===== src/rtl/mcpu_pkg.sv =====
package mcpu_pkg;

    localparam int W     = 8;
    localparam int NREG  = 4;
    localparam int RA_W  = $clog2(NREG);
    localparam int OP_W  = 4;

    // low-nibble opcodes decoded by the sequencer
    localparam logic [OP_W-1:0] OPC_LOAD  = 4'b0000;
    localparam logic [OP_W-1:0] OPC_STORE = 4'b0010;
    localparam logic [OP_W-1:0] OPC_ADD   = 4'b0100;
    localparam logic [OP_W-1:0] OPC_SUB   = 4'b0110;
    localparam logic [OP_W-1:0] OPC_NAND  = 4'b1000;
    localparam logic [OP_W-1:0] OPC_LDINC = 4'b1010;
    localparam logic [OP_W-1:0] OPC_BZ    = 4'b0101;
    localparam logic [OP_W-1:0] OPC_BNZ   = 4'b1001;
    localparam logic [OP_W-1:0] OPC_BPZ   = 4'b1101;
    localparam logic [2:0]      SUB_SHIFT = 3'b011;
    localparam logic [2:0]      SUB_ORI   = 3'b111;

    typedef enum logic [3:0] {
        ST_FETCH, ST_DECODE, ST_EXEC, ST_SHIFT, ST_WB_ALU,
        ST_ORI_RD, ST_ORI_EXEC, ST_ORI_WB,
        ST_LD_MEM, ST_LD_WB, ST_INC_WB, ST_STORE, ST_BRANCH
    } state_e;

    typedef enum logic [2:0] {
        ALU_ADD, ALU_SUB, ALU_OR, ALU_NAND, ALU_SHL, ALU_SHR
    } alu_op_e;

    typedef enum logic [1:0] { BSEL_REG, BSEL_IMM3, BSEL_IMM5 } bsel_e;
    typedef enum logic [1:0] { WA_DST, WA_SRC, WA_K1 } wasel_e;
    typedef enum logic [1:0] { WD_ALU, WD_MDR, WD_INC } wdsel_e;

    typedef struct packed {
        logic    fetch;
        logic    rd_regs;
        logic    rd_k1;
        logic    alu_en;
        alu_op_e alu_op;
        bsel_e   bsel;
        logic    rf_we;
        wasel_e  wa;
        wdsel_e  wd;
        logic    mem_re;
        logic    mem_we;
        logic    br_take;
    } ctrl_t;

    typedef struct packed {
        logic [W-1:0] pc;
        logic [W-1:0] ir;
        logic [W-1:0] mdr;
        logic [W-1:0] r1;
        logic [W-1:0] r2;
        logic [W-1:0] alu;
        logic         z;
        logic         n;
    } dp_t;

endpackage


===== src/rtl/mcpu_rf.sv =====
module mcpu_rf #(
    parameter int W    = 8,
    parameter int NREG = 4,
    localparam int AW  = $clog2(NREG)
) (
    input  logic          clk,
    input  logic          rst,
    input  logic [AW-1:0] ra1,
    input  logic [AW-1:0] ra2,
    output logic [W-1:0]  rd1,
    output logic [W-1:0]  rd2,
    input  logic          we,
    input  logic [AW-1:0] wa,
    input  logic [W-1:0]  wd
);

    logic [W-1:0] regs_q [NREG];
    logic [W-1:0] regs_d [NREG];

    always_comb begin
        regs_d = regs_q;
        if (we) regs_d[wa] = wd;
    end

    always_ff @(posedge clk) begin
        if (rst) begin
            for (int i = 0; i < NREG; i++) regs_q[i] <= '0;
        end else begin
            regs_q <= regs_d;
        end
    end

    assign rd1 = regs_q[ra1];
    assign rd2 = regs_q[ra2];

endmodule


===== src/rtl/mcpu_alu.sv =====
module mcpu_alu
    import mcpu_pkg::*;
(
    input  alu_op_e      op,
    input  logic [W-1:0] a,
    input  logic [W-1:0] b,
    output logic [W-1:0] y,
    output logic         zero,
    output logic         neg
);

    always_comb begin
        unique case (op)
            ALU_ADD:  y = a + b;
            ALU_SUB:  y = a - b;
            ALU_OR:   y = a | b;
            ALU_NAND: y = ~(a & b);
            ALU_SHL:  y = a << b[1:0];
            ALU_SHR:  y = a >> b[1:0];
            default:  y = '0;
        endcase
        zero = (y == '0);
        neg  = y[W-1];
    end

endmodule


===== src/rtl/mcpu_ctrl.sv =====
module mcpu_ctrl
    import mcpu_pkg::*;
(
    input  logic            clk,
    input  logic            rst,
    input  logic [OP_W-1:0] op,
    input  logic            shl,
    input  logic            same_reg,
    input  logic            z,
    input  logic            n,
    output ctrl_t           ctl
);

    state_e state_q, state_d;

    always_comb begin
        state_d = ST_FETCH;
        ctl     = '0;
        unique case (state_q)
            ST_FETCH: begin
                ctl.fetch = 1'b1;
                state_d   = ST_DECODE;
            end
            ST_DECODE: begin
                ctl.rd_regs = 1'b1;
                if (op[2:0] == SUB_ORI)        state_d = ST_ORI_RD;
                else if (op[2:0] == SUB_SHIFT) state_d = ST_SHIFT;
                else begin
                    case (op)
                        OPC_ADD, OPC_SUB, OPC_NAND:   state_d = ST_EXEC;
                        OPC_LOAD, OPC_LDINC:          state_d = ST_LD_MEM;
                        OPC_STORE:                    state_d = ST_STORE;
                        OPC_BZ, OPC_BNZ, OPC_BPZ:     state_d = ST_BRANCH;
                        default:                      state_d = ST_FETCH;
                    endcase
                end
            end
            ST_EXEC: begin
                ctl.alu_en = 1'b1;
                ctl.bsel   = BSEL_REG;
                case (op)
                    OPC_SUB:  ctl.alu_op = ALU_SUB;
                    OPC_NAND: ctl.alu_op = ALU_NAND;
                    default:  ctl.alu_op = ALU_ADD;
                endcase
                state_d = ST_WB_ALU;
            end
            ST_SHIFT: begin
                ctl.alu_en = 1'b1;
                ctl.bsel   = BSEL_IMM3;
                ctl.alu_op = shl ? ALU_SHL : ALU_SHR;
                state_d    = ST_WB_ALU;
            end
            ST_WB_ALU: begin
                ctl.rf_we = 1'b1;
                ctl.wa    = WA_DST;
                ctl.wd    = WD_ALU;
            end
            ST_ORI_RD: begin
                ctl.rd_k1 = 1'b1;
                state_d   = ST_ORI_EXEC;
            end
            ST_ORI_EXEC: begin
                ctl.alu_en = 1'b1;
                ctl.bsel   = BSEL_IMM5;
                ctl.alu_op = ALU_OR;
                state_d    = ST_ORI_WB;
            end
            ST_ORI_WB: begin
                ctl.rf_we = 1'b1;
                ctl.wa    = WA_K1;
                ctl.wd    = WD_ALU;
            end
            ST_LD_MEM: begin
                ctl.mem_re = 1'b1;
                state_d    = ST_LD_WB;
            end
            ST_LD_WB: begin
                ctl.rf_we = 1'b1;
                ctl.wa    = WA_DST;
                ctl.wd    = WD_MDR;
                state_d   = (op == OPC_LDINC) ? ST_INC_WB : ST_FETCH;
            end
            ST_INC_WB: begin
                // loaded value wins when both fields name one register
                ctl.rf_we = !same_reg;
                ctl.wa    = WA_SRC;
                ctl.wd    = WD_INC;
            end
            ST_STORE: begin
                ctl.mem_we = 1'b1;
            end
            ST_BRANCH: begin
                case (op)
                    OPC_BZ:  ctl.br_take = z;
                    OPC_BNZ: ctl.br_take = !z;
                    default: ctl.br_take = !n;
                endcase
            end
            default: state_d = ST_FETCH;
        endcase
    end

    always_ff @(posedge clk) begin
        if (rst) state_q <= ST_FETCH;
        else     state_q <= state_d;
    end

endmodule


===== src/rtl/mcpu_core.sv =====
module mcpu_core
    import mcpu_pkg::*;
#(
    parameter logic [W-1:0] RESET_PC = 8'h80
) (
    input  logic         clk,
    input  logic         rst,
    output logic [W-1:0] imem_addr,
    input  logic [W-1:0] imem_data,
    output logic [W-1:0] dmem_addr,
    output logic [W-1:0] dmem_wdata,
    output logic         dmem_re,
    output logic         dmem_we,
    input  logic [W-1:0] dmem_rdata,
    output logic         fetch_o
);

    localparam logic [RA_W-1:0] K1_IDX = RA_W'(1);

    dp_t   dp_q, dp_d;
    ctrl_t ctl;

    logic [RA_W-1:0] dst_idx, src_idx, ra1, wa;
    logic [W-1:0]    rd1, rd2, wd, alu_b, alu_y, br_off;
    logic            alu_z, alu_n;

    assign dst_idx = dp_q.ir[7:6];
    assign src_idx = dp_q.ir[5:4];
    assign ra1     = ctl.rd_k1 ? K1_IDX : dst_idx;
    assign br_off  = {{(W-4){dp_q.ir[7]}}, dp_q.ir[7:4]};

    mcpu_ctrl u_ctrl (
        .clk      (clk),
        .rst      (rst),
        .op       (dp_q.ir[3:0]),
        .shl      (dp_q.ir[5]),
        .same_reg (dst_idx == src_idx),
        .z        (dp_q.z),
        .n        (dp_q.n),
        .ctl      (ctl)
    );

    always_comb begin
        unique case (ctl.bsel)
            BSEL_IMM3: alu_b = W'(dp_q.ir[4:3]);
            BSEL_IMM5: alu_b = W'(dp_q.ir[7:3]);
            default:   alu_b = dp_q.r2;
        endcase
        unique case (ctl.wa)
            WA_SRC:  wa = src_idx;
            WA_K1:   wa = K1_IDX;
            default: wa = dst_idx;
        endcase
        unique case (ctl.wd)
            WD_MDR:  wd = dp_q.mdr;
            WD_INC:  wd = dp_q.r2 + W'(1);
            default: wd = dp_q.alu;
        endcase
    end

    mcpu_alu u_alu (
        .op   (ctl.alu_op),
        .a    (dp_q.r1),
        .b    (alu_b),
        .y    (alu_y),
        .zero (alu_z),
        .neg  (alu_n)
    );

    mcpu_rf #(.W(W), .NREG(NREG)) u_rf (
        .clk (clk),
        .rst (rst),
        .ra1 (ra1),
        .ra2 (src_idx),
        .rd1 (rd1),
        .rd2 (rd2),
        .we  (ctl.rf_we),
        .wa  (wa),
        .wd  (wd)
    );

    always_comb begin
        dp_d = dp_q;
        if (ctl.fetch) begin
            dp_d.ir = imem_data;
            dp_d.pc = dp_q.pc + W'(1);
        end
        if (ctl.rd_regs) begin
            dp_d.r1 = rd1;
            dp_d.r2 = rd2;
        end
        if (ctl.rd_k1)   dp_d.r1 = rd1;
        if (ctl.alu_en) begin
            dp_d.alu = alu_y;
            dp_d.z   = alu_z;
            dp_d.n   = alu_n;
        end
        if (ctl.mem_re)  dp_d.mdr = dmem_rdata;
        if (ctl.br_take) dp_d.pc  = dp_q.pc + br_off;
    end

    always_ff @(posedge clk) begin
        if (rst) begin
            dp_q    <= '0;
            dp_q.pc <= RESET_PC;
        end else begin
            dp_q <= dp_d;
        end
    end

    assign imem_addr  = dp_q.pc;
    assign dmem_addr  = dp_q.r2;
    assign dmem_wdata = dp_q.r1;
    assign dmem_re    = ctl.mem_re;
    assign dmem_we    = ctl.mem_we;
    assign fetch_o    = ctl.fetch;

endmodule


===== config.mk =====
export PLATFORM = sky130hd
export DESIGN_NAME = mcpu_core
export DESIGN_NICKNAME = d
export VERILOG_FILES = /design/src/rtl/mcpu_pkg.sv /design/src/rtl/mcpu_rf.sv /design/src/rtl/mcpu_alu.sv /design/src/rtl/mcpu_ctrl.sv /design/src/rtl/mcpu_core.sv
export SDC_FILE = /design/constraint.sdc
export NUM_CORES = 1
export LEC_CHECK = 0
export BUFFER_PORTS_ARGS = -buffer_cell sky130_fd_sc_hd__buf_2
export CORE_MARGIN = 2
export CORE_UTILIZATION = 40
export CTS_CLUSTER_SIZE = 28
export DETAILED_ROUTE_END_ITERATION = 8
export PLACE_DENSITY = 0.68
export SKIP_CTS_REPAIR_TIMING = 1
export SYNTH_ARGS = -nofsm -noshare
export SYNTH_HDL_FRONTEND = slang
export SYNTH_HIERARCHICAL = 1
export SYNTH_SLANG_ARGS = --single-unit

===== constraint.sdc =====
create_clock -name clk -period 13.8 [get_ports clk]
set_input_delay 0.69 -clock clk [delete_from_list [all_inputs] [get_ports clk]]
set_output_delay 0.69 -clock clk [all_outputs]
set_load 0.1 [all_outputs]

==> metrics.md, run 1 <==
| Metric | Value |
|---|---|
| Vias per Instance | ~5.4 |
| Die W | 131 um |
| Post-synth EDFFs | 0 |
| Critical Path RT | roughly 14 ns |
| R2r endpoint | dp_q[1] |
| Worst r2r path cells | 20 |
| DRT iter0 DRCs | roughly 530 |
| CTS H-tree lvls | 3 |
| Fin. max-slew vios | 0 |
| WHS Endpoint | u_rf/regs_q[16] |
| CP delay by family, top | simple AND/OR/NAND/NOR gates |
| Wire per inst | 16.6 um |
| Max_slew headroom | 40.9% |
| Startpoint class of the critical path | register |
| Hold wc startpoint | u_rf/regs_q[16] |
| Finish-stage setup viols | 0 |
| First-pass GRT wire length | between 20000 and 30000 um |
| Yosys warns | 6 |
| Most common cell in the netlist | dfxtp_1 |
| MaxCap Viol Count | 0 |
| Leakage | 2.70 nW |
| Clock skew | a little over 0.008 ns |
| CTS Buffer Depth | 2 |
| Initial antenna violation count | 0 |
| Clock slew at reported path FFs | about 0.06 ns |
| Setup tns final | 0 ns |
| Main synth FF type | dfxtp_1 |
| Crit share post-route | 37.6% |
| Share of layout cells above drive strength 1 | between 10% and 20% |
| PD cells | between 100 and 150 nW/um2 |
| Final RePlAce weighted congestion | between 0.9 and 1 |
| R2R setup slack | around 8.6 ns |
| DRC errors left | 0 |
| Commonest cells in the synthesized netlist | dfxtp_1 (86), mux2i_1 (82), nor2_1 (74) |
| CTS tree | yes |
| FMAX | approximately 0.19 GHz |
| # diodes | 0 |
| Footprint of the multi-input gates | roughly 4200 um2 |
| Worst Max-Slew Pin Slew | between 0.8 and 0.9 ns |
| Yosys top cell area share | roughly 27% |
| Hold Crit Depth | 2 |
| Synthesis-to-finish area growth | 7.33% |
| Min-Delay Path Class | reg -> reg |
| RSZ-0062 raised after global routing | no |
| Fin nets | 795 |
| IO Pins | between 40 and 50 |
| Synth cell types | 67 |
| Sequential-to-total area share from yosys stat | approximately 27% |
| Die height | 131 um |
| Std-Cell Rows | between 40 and 50 |
| Area contributors post-synth | dfxtp_1 (27%), mux2i_1 (13%), mux4_2 (6.7%), ha_1 (5.9%), nand2b_1 (5.4%) |
| Pin count of the biggest net entering global routing | 94 |
| Effective utilization at floorplan | between 40% and 50% |
| Reg-to-reg startpoint | u_ctrl/state_q[0] |
| Yosys reg bits | 86 |
| Final instance area | between 6000 and 7000 um2 |
| Slowest stage delay, CP | 0.70 ns |
| Mapped cell area | roughly 6400 um2 |
| Dpl hpwl | roughly 12000 um |
| Grt ovf | 0 |
| Net Count, Synth | 800 |
| Status | completed |
| Placed Area | between 6000 and 7000 um2 |
| Critical Path AT | between 5 and 6 ns |
| Sequential Area | roughly 1700 um2 |
| Critical-path cell list | nand2_1 > nor3_1 > buf_4 > inv_1 > ha_1 > nand2_1 > o21ai_2 > buf_4 > inv_1 > ha_1 > mux2_2 > fa_1 > nand2b_1 > a21oi_1 > xnor2_1 > a221o_1 > or4_1 > nor4_2 > mux2i_1 > nor2_1 |
| Clk sink count | 86 |
| CP Class | reg -> reg |
| Clock Latency Late Sink | between 0.3 and 0.4 ns |
| Post-Syn Instances | 750 |
| Slowest CP cell | dfxtp_1 |
| Syn avg cell area | between 8 and 9 um2 |
| Total Routing Usage GR | roughly a fifth |
| Worst Path Buf+Inv | 4 |
| Fillers | between 1500 and 2000 |
| Tmin final | ~5.2 ns |
| Placeable core region | 15800 um2 |
| Critical path capture point type | register |
| Number of port buffers | 44 |
| Async set-reset flop share out of synthesis | 0% |
| Die ar. | around 17000 um2 |
| Antenna-violating nets left | 0 |
| Number of global-route vias before repair | about 5100 |
| Inserted Clock Buffers | 9 |
| Via count | around 5300 |
| DR pass1 iterations | 5 |
| Routed WL | ~16000 um |
| Worst VDD drop | a little under 0.1 mV |
| Area leader, netlist | dfxtp_1 |
| Final hold vios | 0 |
| Crit path max fanout | 25 |
| Clock root buffer | clkbuf_16 |
routing by layer:
layer,track usage (%),share of wire (%)
met5,0,0
met4,7.38,2.3
met3,3.54,4.3
met2,32.4,47
met1,26.5,46
power breakdown:
| group | leakage (nW) | total, mW | internal, mW | switching [mW] |
|---|---|---|---|---|
| sequential | 0.696 | 0.324 | 0.271 | 0.0523 |
| combinational | 1.87 | 0.394 | 0.147 | 0.247 |
| clock | 0.132 | 0.225 | 0.126 | 0.0988 |
placed cells by master, fill, tap and decap left out, types with 7 or more instances in the layout:
cell type	netlist	layout
dfxtp_1	86	86
mux2i_1	82	82
nor2_1	74	74
nand2b_1	55	55
nand2_1	54	54
buf_2	15	44
a21oi_1	39	39
ha_1	30	30
o21ai_0	26	24
inv_1	22	22
mux4_2	19	19
o21ai_1	16	17
xnor2_1	17	17
nand3_1	15	15
buf_4	27	12
nor3_1	12	10
clkbuf_16	0	9
nor2b_1	8	8
a31oi_1	8	8
nand3b_1	7	7
or3_1	7	7
a211oi_1	7	7
per-stage QoR:
stage               util, %  std cells  total power, mW  worst slack (ns)  hold slack [ns]
detailed placement     41.9        950            0.720              8.65            0.478
global placement       41.9        950            0.717              8.76            0.471
finish                 43.6        966            0.943              8.61            0.483
global route           43.6        966            0.999              8.07            0.502
floorplan                 -        750            0.647              8.48            0.455
CTS                    43.6        966            0.948              8.62            0.488
worst reg2reg max path: stages, from the launching register on:
cell	delay, ns
dfxtp_1	0.70
nand2_1	0.19
nor3_1	0.17
buf_4	0.23
inv_1	0.06
ha_1	0.48
nand2_1	0.11
o21ai_2	0.06
buf_4	0.30
inv_1	0.16
ha_1	0.32
mux2_2	0.28
fa_1	0.44
nand2b_1	0.18
a21oi_1	0.15
xnor2_1	0.09
a221o_1	0.31
or4_1	0.54
nor4_2	0.14
mux2i_1	0.10
nor2_1	0.10
state kept, by name, indices dropped and copies added, names as in the netlist:
signal and flops:
u_rf/regs_q 32, dp_q 22, dmem_addr 8, dmem_wdata 8, imem_addr 8, br_off 4
u_ctrl/state_q 4
logic make-up (layout without fill, tap and decap cells):
group           count (synthesis)  count (layout)  share of synthesized area (%)
simple gates                  269             269                           21.6
compound gates                139             139                           13.7
mux                           105             105                           20.2
buf+inv                        95              95                           7.79
flops                          86              86                           26.9
fa+ha+maj                      32              32                           6.49
xor+xnor                       24              24                           3.40
worst max-delay path by stage:
stage                           start  endpoint  slack (ns)  cells after the start
finish              u_ctrl/state_q[0]   dp_q[1]        8.61                     20
global route        u_ctrl/state_q[0]   dp_q[1]        8.07                     20
CTS                 u_ctrl/state_q[0]   dp_q[1]        8.62                     20
detailed placement  u_ctrl/state_q[0]   dp_q[1]        8.65                     20
global placement    u_ctrl/state_q[0]   dp_q[1]        8.76                     20
floorplan           u_ctrl/state_q[0]   dp_q[1]        8.48                     22
final cells by class:
class                      count  share of cell area (%)
multi-input combinational    569                    61.3
sequential                    86                    25.0
timing repair buffer          56                    4.51
tap                          216                    3.93
clock buffer                  12                    3.59
inverter                      23                    1.26
clock inverter                 4                   0.328
(Power assumes the default switching activity.)
==> run 2: changes to the inputs <==
--- a/config.mk
+++ b/config.mk
@@ -5,6 +5,7 @@
 export SDC_FILE = /design/constraint.sdc
 export NUM_CORES = 1
 export LEC_CHECK = 0
+export ABC_AREA = 1
 export BUFFER_PORTS_ARGS = -buffer_cell sky130_fd_sc_hd__buf_2
 export CORE_MARGIN = 2
 export CORE_UTILIZATION = 40
==> constraint.sdc (replaced) <==
create_clock -name clk -period 5.3 [get_ports clk]
set_input_delay 0.265 -clock clk [delete_from_list [all_inputs] [get_ports clk]]
set_output_delay 0.265 -clock clk [all_outputs]
set_load 0.1 [all_outputs]
==> metrics.md, run 2 <==
| Metric | Value |
|---|---|
| Status | completed |
| Finish-stage setup viols | 0 (unchanged) |
| CTS Buffer Depth | 2 (unchanged) |
| Crit path max fanout | 17 (-32%) |
| DR pass1 iterations | 6 (+1) |
| Max FFs per register | 32 (unchanged) |
| Clock root buffer | clkbuf_16 |
| Setup tns final | 0 ns (unchanged) |
| Clock power share | 12.8% (-11 points) |
| Worst r2r path cells | 28 (+40%) |
| Met3 Use GR | 2.63% (-0.92 points) |
| Fin nets | 1132 (+42%) |
| Via count | 6587 (+25%) |
| Layout Utilization | 43.4% (-0.21 points) |
| PD cells | 702 nW/um2 (+410%) |
| Routed WL | 17900 um (+11%) |
| Commonest non-fill, non-tap cell in the layout | nand2_1 |
| Critical path capture point type | register |
| IO Pins | 45 (unchanged) |
| Die ar. | 17800 um2 (+4.2%) |
| Post-synth EDFFs | 0 (unchanged) |
| Number of port buffers | 44 (unchanged) |
| Clock slew at reported path FFs | 0.06 ns (about the same) |
| Tmin final | 4.27 ns (-0.919 ns) |
| FMAX | 0.234 GHz (+22%) |
| Slowest CP cell | dfxtp_1 |
| Vias per Instance | 5.04 (-7.3%) |
| Regs by FF count | u_rf/regs_q: 32 flops, dp_q: 22 flops |
| Final hold vios | 0 (unchanged) |
| Synth cell types | 43 (-36%) |
| Worst Setup EP | dp_q[1] |
| RSZ-0062 raised after global routing | no |
| Area contributors post-synth | dfxtp_1 (26%), nand2_1 (14%), nor2_1 (10%), inv_1 (7.0%), nand3_1 (5.7%) |
| Die W | 133 um (+2.1%) |
| Part of the power in registers | 20.7% (-14 points) |
| Most frequent cells in the layout | nand2_1 (243), nor2_1 (184), inv_1 (125) |
| DRT iter0 DRCs | 478 (-9.6%) |
| CP Class | reg -> reg |
| Main synth FF type | dfxtp_1 |
| Sw Share | 56.4% (+14 points) |
| Yosys top cell area share | 25.8% (-1.1 points) |
| Worst Max-Slew Pin Slew | 1.06 ns (+0.183 ns) |
| Placeable core region | 16500 um2 (+4.4%) |
| CTS H-tree lvls | 3 (unchanged) |
| Net Count, Synth | 1132 (+42%) |
| Die height | 133 um (+2.1%) |
| Met2 usage | 34.2% (+1.7 points) |
| First-pass GRT wire length | 29200 um (+11%) |
| Clock Latency Late Sink | 0.34 ns (about the same) |
| Std-Cell Rows | 47 (+2.2%) |
| # diodes | 0 (unchanged) |
| Dpl hpwl | 13400 um (+15%) |
| Yosys reg bits | 86 (unchanged) |
| Post-Syn Instances | 1082 (+44%) |
| Effective utilization at floorplan | 40.6% (about the same) |
| CP Launch Point | u_ctrl/state_q[1] |
| Reg-to-reg startpoint | u_ctrl/state_q[1] |
| Inserted Clock Buffers | 9 (unchanged) |
| P_int | 2.19 mW (+300%) |
| Clock skew | 0.00954 ns (+0.00150 ns) |
| Leakage | 3.54 nW (+31%) |
| MaxCap Viol Count | 0 (unchanged) |
| Yosys warns | 6 (unchanged) |
| Antenna-violating nets left | 0 (unchanged) |
| Critical Path RT | 5.58 ns (-8.49 ns) |
| Async set-reset flop share out of synthesis | 0% (unchanged) |
| Number of global-route vias before repair | 5878 (+16%) |
| Clk sink count | 86 (unchanged) |
| Most common cell in the netlist | nand2_1 |
| Commonest cells in the synthesized netlist | nand2_1 (243), nor2_1 (184), inv_1 (125) |
| Share of layout cells above drive strength 1 | 12.6% (-1.4 points) |
| Fin. max-slew vios | 0 (unchanged) |
| Total Routing Usage GR | 20.3% (+0.40 points) |
| GR Util met1 | 27.0% (+0.53 points) |
| Crit share post-route | 80.6% (+43 points) |
| Sequential-to-total area share from yosys stat | 25.8% (-1.1 points) |
| CTS tree | yes |
| R2R setup slack | 1.03 ns (-7.58 ns) |
| R2r endpoint | dp_q[1] |
| Area leader, netlist | dfxtp_1 |
| Min-Delay Path Class | in -> reg |
| Final RePlAce weighted congestion | 0.921 (-3.1%) |
| Combinational fraction of design power | 66.5% (+25 points) |
| GR peak layer | met2 |
| Mapped cell area | 6680 um2 (+4.3%) |
| P_sw | 2.83 mW (+610%) |
| Slowest stage delay, CP | 0.43 ns (-0.27 ns) |
| Pin count of the biggest net entering global routing | 45 (-52%) |
| Max_slew headroom | 29.2% (-12 points) |
| Critical Path AT | 4.55 ns (-0.91 ns) |
| Syn avg cell area | 6.18 um2 (-28%) |
| Top reg by flops | u_rf/regs_q |
| Startpoint class of the critical path | register |
| Synthesis-to-finish area growth | 6.91% |
| DRC errors left | 0 (unchanged) |
| Worst path most repeated cell | inv_1 |
| Initial antenna violation count | 0 (unchanged) |
| Grt ovf | 0 (unchanged) |
| Wire per inst | 13.7 um (-18%) |
| Worst VDD drop | 0.405 mV (+320%) |
-- run 2: cell count changes after synthesis, moves of 38 or more --
cell      delta
nand2_1    +189
nor2_1     +110
inv_1      +103
mux2i_1     -82
nand3_1     +61
nand2b_1    -55
o21ai_0     +38
-- run 2: layer usage --
layer,part of all wire [%],vias up
met5,0,-
met4,1.9,0
met3,4.9,27
met2,46,165
met1,47,2968
li1,-,3427
-- run 2: kinds of logic after synthesis --
logic type	after synthesis	share of synthesized area, %
compound gates	183	16.0
flops	86	25.8
fa+ha+maj	32	6.22
simple gates	567	37.0
buf+inv	204	13.7
xor+xnor	10	1.31
-- run 2: through the flow --
step | hold slack, ns | instance area [um2] | setup WS [ns] | power [mW] | std cells
global placement | 0.484 | 6840 | 1.16 | 4.32 | 1291
detailed placement | 0.491 | 6840 | 1.05 | 4.36 | 1291
finish | 0.143 | 7140 | 1.03 | 5.02 | 1306
floorplan | 0.327 | 6680 | 1.46 | 3.79 | 1082
global route | 0.160 | 7140 | 0.546 | 5.46 | 1306
CTS | 0.141 | 7140 | 1.02 | 5.01 | 1306
-- run 2: area by class of cell --
type                       instances  area [um2]
fill                            1751        9320
timing repair buffer              49         258
clock inverter                     3        43.8
multi-input combinational        792        4040
inverter                         144         546
tap                              220         275
sequential                        86        1720
clock buffer                      12         256
-- run 2: power groups by stage --
stage               Combinational, mW  Clock (mW)  Sequential [mW]
floorplan                        2.82           0            0.972
global placement                 3.28           0             1.05
detailed placement               3.31           0             1.05
CTS                              3.33       0.656             1.03
global route                     3.73       0.678             1.06
finish                           3.34       0.644             1.04
-- run 2: worst max-delay path: cells and delay by family, from the launching register on --
kind	cells	cell delay, ns
buf+inv	8	0.87
compound gates	3	0.44
fa+ha+maj	3	0.83
simple gates	13	1.49
flops	1	0.43
xor+xnor	1	0.17
-- run 2: worst min-delay path by stage --
stage	from	to	slack, ns	cells past startpoint
after CTS	imem_data[1]	dp_q[35]	0.14	3
final	imem_data[6]	br_off[2]	0.14	3
after floorplan	rst	imem_addr[6]	0.33	1
after detailed placement	dp_q[4]	dp_q[4]	0.49	2
after global placement	dp_q[3]	dp_q[3]	0.48	2
after global routing	dmem_rdata[0]	dp_q[26]	0.16	3
